## src/rtl/serlane_pkg.sv

```systemverilog
package serlane_pkg;
  localparam int unsigned PHASE_CODE_W = 3;

  typedef struct packed {
    logic                    lsb_first;
    logic [PHASE_CODE_W-1:0] phase_code;
  } lane_cfg_t;
endpackage

```

## src/rtl/serlane_frame_timer.sv

```systemverilog
module serlane_frame_timer #(
  parameter int unsigned TICKS_PER_FRAME = 48,
  parameter int unsigned CW              = $clog2(TICKS_PER_FRAME)
) (
  input  logic          clk,
  input  logic          rst_n,
  output logic [CW-1:0] cnt_o,
  output logic          last_o
);
  localparam logic [CW-1:0] LAST = CW'(TICKS_PER_FRAME - 1);

  // Reset to the last tick so the first edge after reset is a boundary.
  always_ff @(posedge clk or negedge rst_n) begin
    if (!rst_n)      cnt_o <= LAST;
    else if (last_o) cnt_o <= '0;
    else             cnt_o <= cnt_o + 1'b1;
  end

  assign last_o = (cnt_o == LAST);

  // the boundary tick never lasts more than one cycle.
  p_ready_single_r7: assert property (@(posedge clk) disable iff (!rst_n)
    last_o |=> !last_o);
endmodule

```

## src/rtl/serlane_loader.sv

```systemverilog
module serlane_loader
  import serlane_pkg::*;
#(
  parameter int unsigned SAMPLE_W      = 16,
  parameter int unsigned FRAME_BITS    = 8,
  parameter int unsigned TICKS_PER_BIT = 6,
  parameter int unsigned CW            = 6
) (
  input  logic                clk,
  input  logic                rst_n,
  input  logic [CW-1:0]       cnt_i,
  input  logic                last_i,
  input  logic                in_valid_i,
  input  logic [SAMPLE_W-1:0] in_data_i,
  input  lane_cfg_t           cfg_i,
  output lane_cfg_t           cfg_o,
  output logic                ser_data_o,
  output logic                mark_o
);
  localparam int unsigned BW              = $clog2(FRAME_BITS);
  localparam int unsigned TICKS_PER_FRAME = FRAME_BITS * TICKS_PER_BIT;
  localparam int unsigned HALF_FRAME      = TICKS_PER_FRAME / 2;

  logic [SAMPLE_W-1:0]   word_q;
  lane_cfg_t             cfg_q;
  logic [FRAME_BITS-1:0] lane_bits;
  logic [FRAME_BITS-1:0] rev_bits;
  logic [FRAME_BITS-1:0] pick_bits;
  logic [BW-1:0]         bit_idx;

  // Word and settings change only at the frame boundary.
  always_ff @(posedge clk or negedge rst_n) begin
    if (!rst_n) begin
      word_q <= '0;
      cfg_q  <= '0;
    end else if (last_i) begin
      if (in_valid_i) word_q <= in_data_i;
      cfg_q <= cfg_i;
    end
  end

  assign lane_bits = word_q[SAMPLE_W-1 -: FRAME_BITS];

  // Slot k gets lane bit FRAME_BITS-1-k when the highest bit goes first.
  for (genvar g = 0; g < FRAME_BITS; g++) begin : g_rev
    assign rev_bits[g] = lane_bits[FRAME_BITS-1-g];
  end

  assign pick_bits = cfg_q.lsb_first ? lane_bits : rev_bits;
  assign bit_idx   = BW'(cnt_i / CW'(TICKS_PER_BIT));

  always_ff @(posedge clk or negedge rst_n) begin
    if (!rst_n) begin
      ser_data_o <= 1'b0;
      mark_o     <= 1'b0;
    end else begin
      ser_data_o <= pick_bits[bit_idx];
      mark_o     <= (32'(cnt_i) < HALF_FRAME);
    end
  end

  assign cfg_o = cfg_q;

  // serial data moves only one tick after a slot boundary was counted.
  p_bit_edge_r3: assert property (@(posedge clk) disable iff (!rst_n)
    !$stable(ser_data_o) |-> ((32'(cnt_i) % TICKS_PER_BIT) == 1));
  // settings register updates only as the frame counter wraps.
  p_cfg_boundary_r9: assert property (@(posedge clk) disable iff (!rst_n)
    !$stable(cfg_q) |-> (cnt_i == '0));
  // the word register updates only as the frame counter wraps.
  p_word_boundary_r7: assert property (@(posedge clk) disable iff (!rst_n)
    !$stable(word_q) |-> (cnt_i == '0));
endmodule

```

## src/rtl/serlane_clkgen.sv

```systemverilog
module serlane_clkgen
  import serlane_pkg::*;
#(
  parameter int unsigned TICKS_PER_BIT    = 6,
  parameter int unsigned PHASE_DEF_TICKS  = 3,
  parameter int unsigned PHASE_STEP_TICKS = 2,
  parameter int unsigned CW               = 6
) (
  input  logic                    clk,
  input  logic                    rst_n,
  input  logic [CW-1:0]           cnt_i,
  input  logic [PHASE_CODE_W-1:0] phase_code_i,
  output logic                    ser_clk_o
);
  localparam int unsigned PERIOD = 2 * TICKS_PER_BIT;

  int unsigned pos;
  int unsigned dly;
  int unsigned rel;

  always_comb begin
    pos = 32'(cnt_i) % PERIOD;
    dly = (PHASE_DEF_TICKS + PHASE_STEP_TICKS * 32'(phase_code_i)) % PERIOD;
    rel = (pos + PERIOD - dly) % PERIOD;
  end

  always_ff @(posedge clk or negedge rst_n) begin
    if (!rst_n) ser_clk_o <= 1'b0;
    else        ser_clk_o <= (rel < TICKS_PER_BIT);
  end

  // bit-clock edges never fall on a data edge, except where a new
  // phase code starts at the frame boundary.
  p_clk_off_data_edge_r6: assert property (@(posedge clk) disable iff (!rst_n)
    !$stable(ser_clk_o) |-> (((32'(cnt_i) % TICKS_PER_BIT) != 1) || (cnt_i == CW'(1))));
endmodule

```

## src/rtl/ddr_lane_serializer.sv

```systemverilog
module ddr_lane_serializer
  import serlane_pkg::*;
#(
  parameter int unsigned SAMPLE_W         = 16,
  parameter int unsigned FRAME_BITS       = 8,
  parameter int unsigned TICKS_PER_BIT    = 6,
  parameter int unsigned PHASE_DEF_TICKS  = 3,
  parameter int unsigned PHASE_STEP_TICKS = 2
) (
  input  logic                    clk,
  input  logic                    rst_n,
  input  logic                    in_valid,
  output logic                    in_ready,
  input  logic [SAMPLE_W-1:0]     in_data,
  input  logic                    lsb_first,
  input  logic [PHASE_CODE_W-1:0] clk_phase,
  output logic                    ser_data,
  output logic                    ser_clk,
  output logic                    frame_mark
);
  localparam int unsigned TICKS_PER_FRAME = FRAME_BITS * TICKS_PER_BIT;
  localparam int unsigned CW              = $clog2(TICKS_PER_FRAME);

  logic [CW-1:0] cnt;
  logic          last;
  lane_cfg_t     cfg_in;
  lane_cfg_t     cfg_act;

  assign cfg_in   = lane_cfg_t'({lsb_first, clk_phase});
  assign in_ready = last;

  serlane_frame_timer #(
    .TICKS_PER_FRAME(TICKS_PER_FRAME),
    .CW             (CW)
  ) u_timer (
    .clk   (clk),
    .rst_n (rst_n),
    .cnt_o (cnt),
    .last_o(last)
  );

  serlane_loader #(
    .SAMPLE_W     (SAMPLE_W),
    .FRAME_BITS   (FRAME_BITS),
    .TICKS_PER_BIT(TICKS_PER_BIT),
    .CW           (CW)
  ) u_loader (
    .clk       (clk),
    .rst_n     (rst_n),
    .cnt_i     (cnt),
    .last_i    (last),
    .in_valid_i(in_valid),
    .in_data_i (in_data),
    .cfg_i     (cfg_in),
    .cfg_o     (cfg_act),
    .ser_data_o(ser_data),
    .mark_o    (frame_mark)
  );

  serlane_clkgen #(
    .TICKS_PER_BIT   (TICKS_PER_BIT),
    .PHASE_DEF_TICKS (PHASE_DEF_TICKS),
    .PHASE_STEP_TICKS(PHASE_STEP_TICKS),
    .CW              (CW)
  ) u_clkgen (
    .clk         (clk),
    .rst_n       (rst_n),
    .cnt_i       (cnt),
    .phase_code_i(cfg_act.phase_code),
    .ser_clk_o   (ser_clk)
  );

  // a frame starts on the wire two edges after a ready tick.
  p_mark_after_ready_r1: assert property (@(posedge clk) disable iff (!rst_n)
    $rose(frame_mark) |-> $past(in_ready, 2));
endmodule

```

## config.mk

```make
export PLATFORM = sky130hd
export DESIGN_NAME = ddr_lane_serializer
export DESIGN_NICKNAME = d
export VERILOG_FILES = /design/src/rtl/serlane_pkg.sv /design/src/rtl/serlane_frame_timer.sv /design/src/rtl/serlane_loader.sv /design/src/rtl/serlane_clkgen.sv /design/src/rtl/ddr_lane_serializer.sv
export SDC_FILE = /design/constraint.sdc
export NUM_CORES = 1
export LEC_CHECK = 0
export BUFFER_PORTS_ARGS = -buffer_cell sky130_fd_sc_hd__buf_2
export CELL_PAD_IN_SITES_DETAIL_PLACEMENT = 1
export CELL_PAD_IN_SITES_GLOBAL_PLACEMENT = 1
export CORE_UTILIZATION = 52
export DETAILED_ROUTE_END_ITERATION = 7
export PLACE_DENSITY = 0.95
export SYNTH_ARGS = -nofsm -noshare
export SYNTH_HDL_FRONTEND = slang
export SYNTH_SLANG_ARGS = --single-unit
export TNS_END_PERCENT = 30
```

## constraint.sdc

```tcl
create_clock -name clk -period 27.3 [get_ports clk]
set_clock_uncertainty 0.1 [all_clocks]
set_input_delay 8.19 -clock clk [delete_from_list [all_inputs] [get_ports clk]]
set_output_delay 8.19 -clock clk [all_outputs]
set_load 0.01 [all_outputs]
```

==> key figures <==
Clocking
  • Clock Sinks: 21
  • Post-cts resize count: 0
  • CTS H-tree depth: 1
  • Post-CTS setup buffers: 0
  • Cts hold-fix bufs: 0
  • Clk slew on worst S/H paths: 0.06 ns
  • Clock Path Buffers: 2
  • Cts bufs inserted: 3
  • CTS tree: built
  • Clk_lat worst skew: roughly 0.27 ns
  • Root Buffer Master: clkbuf_16

Pwr
  • Cell Pwr Density: 97.4 nW/um^2
  • Sw frac: 0.582
  • Clock power frac: 0.055
  • Cell-internal power: between 200 and 300 uW
  • Leakage power: approximately 0.0027 uW
  • Power share of the combinational group: 0.888
  • NetSw: about 360 uW
  • Flop pwr share: 0.057
  • VDD IR max: 0.0722 mV

Finish
  • Fillers: 1422
  • Share of post-route cells with drive strength above 1: 0.106
  • Diode count: 0
  • Area grow syn2layout: 4.41%
  • Fin area: roughly 6300 um^2
  • Layout net count: roughly 890

Floorplan
  • Core footprint: between 10000 and 15000 um^2
  • Starting Density: 0.545
  • Core Rows: 38
  • IO Pins: 27
  • Area of the die: roughly 12000 um^2
  • Die Y-Extent: 110 um
  • Chip Width: ~110 um

Route
  • Routed WL: about 19000 um
  • DR vias/cell: between 6 and 7
  • Drt drc: 0
  • Post-DRT Antenna Nets: 0
  • Initial DRC Count: approximately 300
  • First-pass iteration count of the detailed router: 4
  • Routed WL per cell: about 20 um
  • Vias: about 6300

Synthesis
  • Synth unique cells: between 90 and 100
  • Post-Syn Area: ~6000 um^2
  • Yosys Warn Count: 0
  • Cell count after synthesis: between 700 and 800
  • Post-synth EDFFs: 0
  • Synth Area per Inst: 7.63 um^2
  • Asr flop ratio synth: 1.00
  • Dominant synthesized flop cell: dfrtp_1
  • Synthesized flop and latch total: 21
  • Post-synthesis sequential area ratio: 0.0884

Status
  • Status: completed

Global route
  • Largest net degree at the start of global routing: 22
  • Remaining global-route overflow: 0
  • Initial antenna violation count: 0
  • Tot GR Track Use: 0.322
  • Vias in the first global route: 6610
  • Global-route wire length before repair: ~31000 um

Setup path
  • Arr. time, crit path: about 12 ns
  • CP Capture Type: flip-flop
  • Slowest-stage cell, CP: a311oi_2
  • Critical path fanouts, max: 12
  • Startpoint Class: flip-flop
  • Crit-path max cell delay: 0.62 ns
  • Kind of critical path: reg2reg
  • Crit path required time: approximately 27 ns
  • R2R Setup Slk: between 15 and 20 ns
  • Most frequent CP cell: ha_1

Timing
  • Slew Viols, Final: 0
  • Top achievable clock speed: about 83 MHz
  • Final Cycle Share: 0.440
  • Final hold vios: 0
  • Setup TNS: 0 ns
  • WHS: ~0.45 ns
  • Worst-Margin Slew: roughly 1.1 ns
  • Slew headroom: 0.278
  • Tmin final: 12.02 ns
  • Final setup violation count: 0
  • RSZ-0062 raised after global routing: no

Placed design
  • Area of placed instances: about 6200 um^2
  • Final Wtd Congestion: 0.894
  • Port bufs: 18
  • DP HPWL: ~15000 um

Hold path
  • Hold Path Class: reg2reg

Flow run
  • Max cap viols: 0
[cells in the mapped netlist (13+ instances only)]
| cell type | number | area (um^2) |
|---|---|---|
| xnor2_1 | 38 | 333 |
| a21o_1 | 18 | 135 |
| or3_1 | 18 | 113 |
| o21ai_0 | 36 | 180 |
| dfrtp_1 | 16 | 400 |
| nand2_1 | 64 | 240 |
| clkbuf_1 | 26 | 97.6 |
| xor2_1 | 16 | 140 |
| a21oi_1 | 60 | 300 |
| and3_1 | 13 | 81.3 |
| nor2b_1 | 15 | 93.8 |
| nand3_1 | 37 | 185 |
| nand2b_1 | 15 | 93.8 |
| inv_1 | 26 | 97.6 |
| ha_1 | 73 | 913 |
| nor2_1 | 46 | 173 |
| nor3_1 | 28 | 140 |
[kinds of logic after synthesis]
family / synth area share
DFF: 0.0884
muxes: 0.0512
AOI/OAI and AO/OA: 0.316
xor gates and xnor gates: 0.0826
buffers and inverters: 0.0449
other: 0.00125
and+or+nand+nor: 0.260
adders and majority gates: 0.155
[layer usage]
| layer | GRT usage | share of wire | vias up |
|---|---|---|---|
| met2 | 0.635 | 0.52 | 114 |
| met1 | 0.348 | 0.41 | 3093 |
| li1 | - | - | 3000 |
| met5 | 0 | 0 | - |
| met3 | 0.0166 | 0.017 | 52 |
| met4 | 0.150 | 0.049 | 0 |
[cell usage in the layout, fill, tap and decap left out, types with 21 or more instances in the layout]
cell type  synthesis  routed
nand3_1           37      37
a21oi_1           60      60
nor3_1            28      28
nand2_1           64      64
o21ai_0           36      36
inv_1             26      26
nor2_1            46      46
conb_1             2      21
xnor2_1           38      38
ha_1              73      73
[final cells by class]
cell class,instances,area (um^2),area share
clock buffers,3,75.1,0.0120
repair buffers,20,105,0.0167
clock inverters,1,7.51,0.00120
multi-input cells,721,5280,0.841
inverters,27,101,0.0161
well taps,140,175,0.0279
flip-flops and latches,21,532,0.0847
[final timing paths]
kind / start / to / cells past startpoint
setup / recovery: u_loader.cfg_o[0] / u_clkgen.ser_clk_o / 38
hold / removal: u_loader.word_q[15] / u_loader.word_q[15] / 1
setup reg to reg: u_loader.cfg_o[0] / u_clkgen.ser_clk_o / 38
hold reg to reg: u_loader.word_q[15] / u_loader.word_q[15] / 1
max in group asynchronous: rst_n / u_timer.cnt_o[2] / 1
min in group asynchronous: rst_n / u_clkgen.ser_clk_o / 1
[worst max-delay path: cells and delay by family, from the launching register on]
family | cells | cell delay, ns
AO/OA/AOI/OAI | 16 | 4.91
AND/OR/NAND/NOR | 13 | 3.84
adder cells (fa/ha/maj) | 5 | 1.52
XOR/XNOR | 2 | 0.54
flip-flops | 1 | 0.46
buffers and inverters | 1 | 0.27
multiplexers | 1 | 0.22
[registers in the layout (all words and copies together), names as in the netlist]
name,cells
u_loader.mark_o,1
u_loader.word_q,8
u_loader.ser_data_o,1
u_clkgen.ser_clk_o,1
u_loader.cfg_o,4
u_timer.cnt_o,6
[power by group through the flow]
stage / clock network, uW / registers (uW) / logic [uW]
floorplan: 0 / 34.9 / 435
global placement: 0 / 34.6 / 493
detailed placement: 0 / 35.0 / 528
CTS: 33.8 / 34.8 / 531
global route: 34.6 / 34.9 / 589
finish: 33.7 / 34.8 / 543
[metrics by stage]
step	setup WS, ns	utilization	std cells	total power [uW]
floorplan	16.74	-	807	470
global placement	16.02	0.562	929	528
detailed placement	15.50	0.562	929	563
CTS	15.46	0.569	933	600
global route	14.52	0.569	933	659
finish	15.28	0.569	933	611
Note: power is estimated with default switching activity, not from simulation.
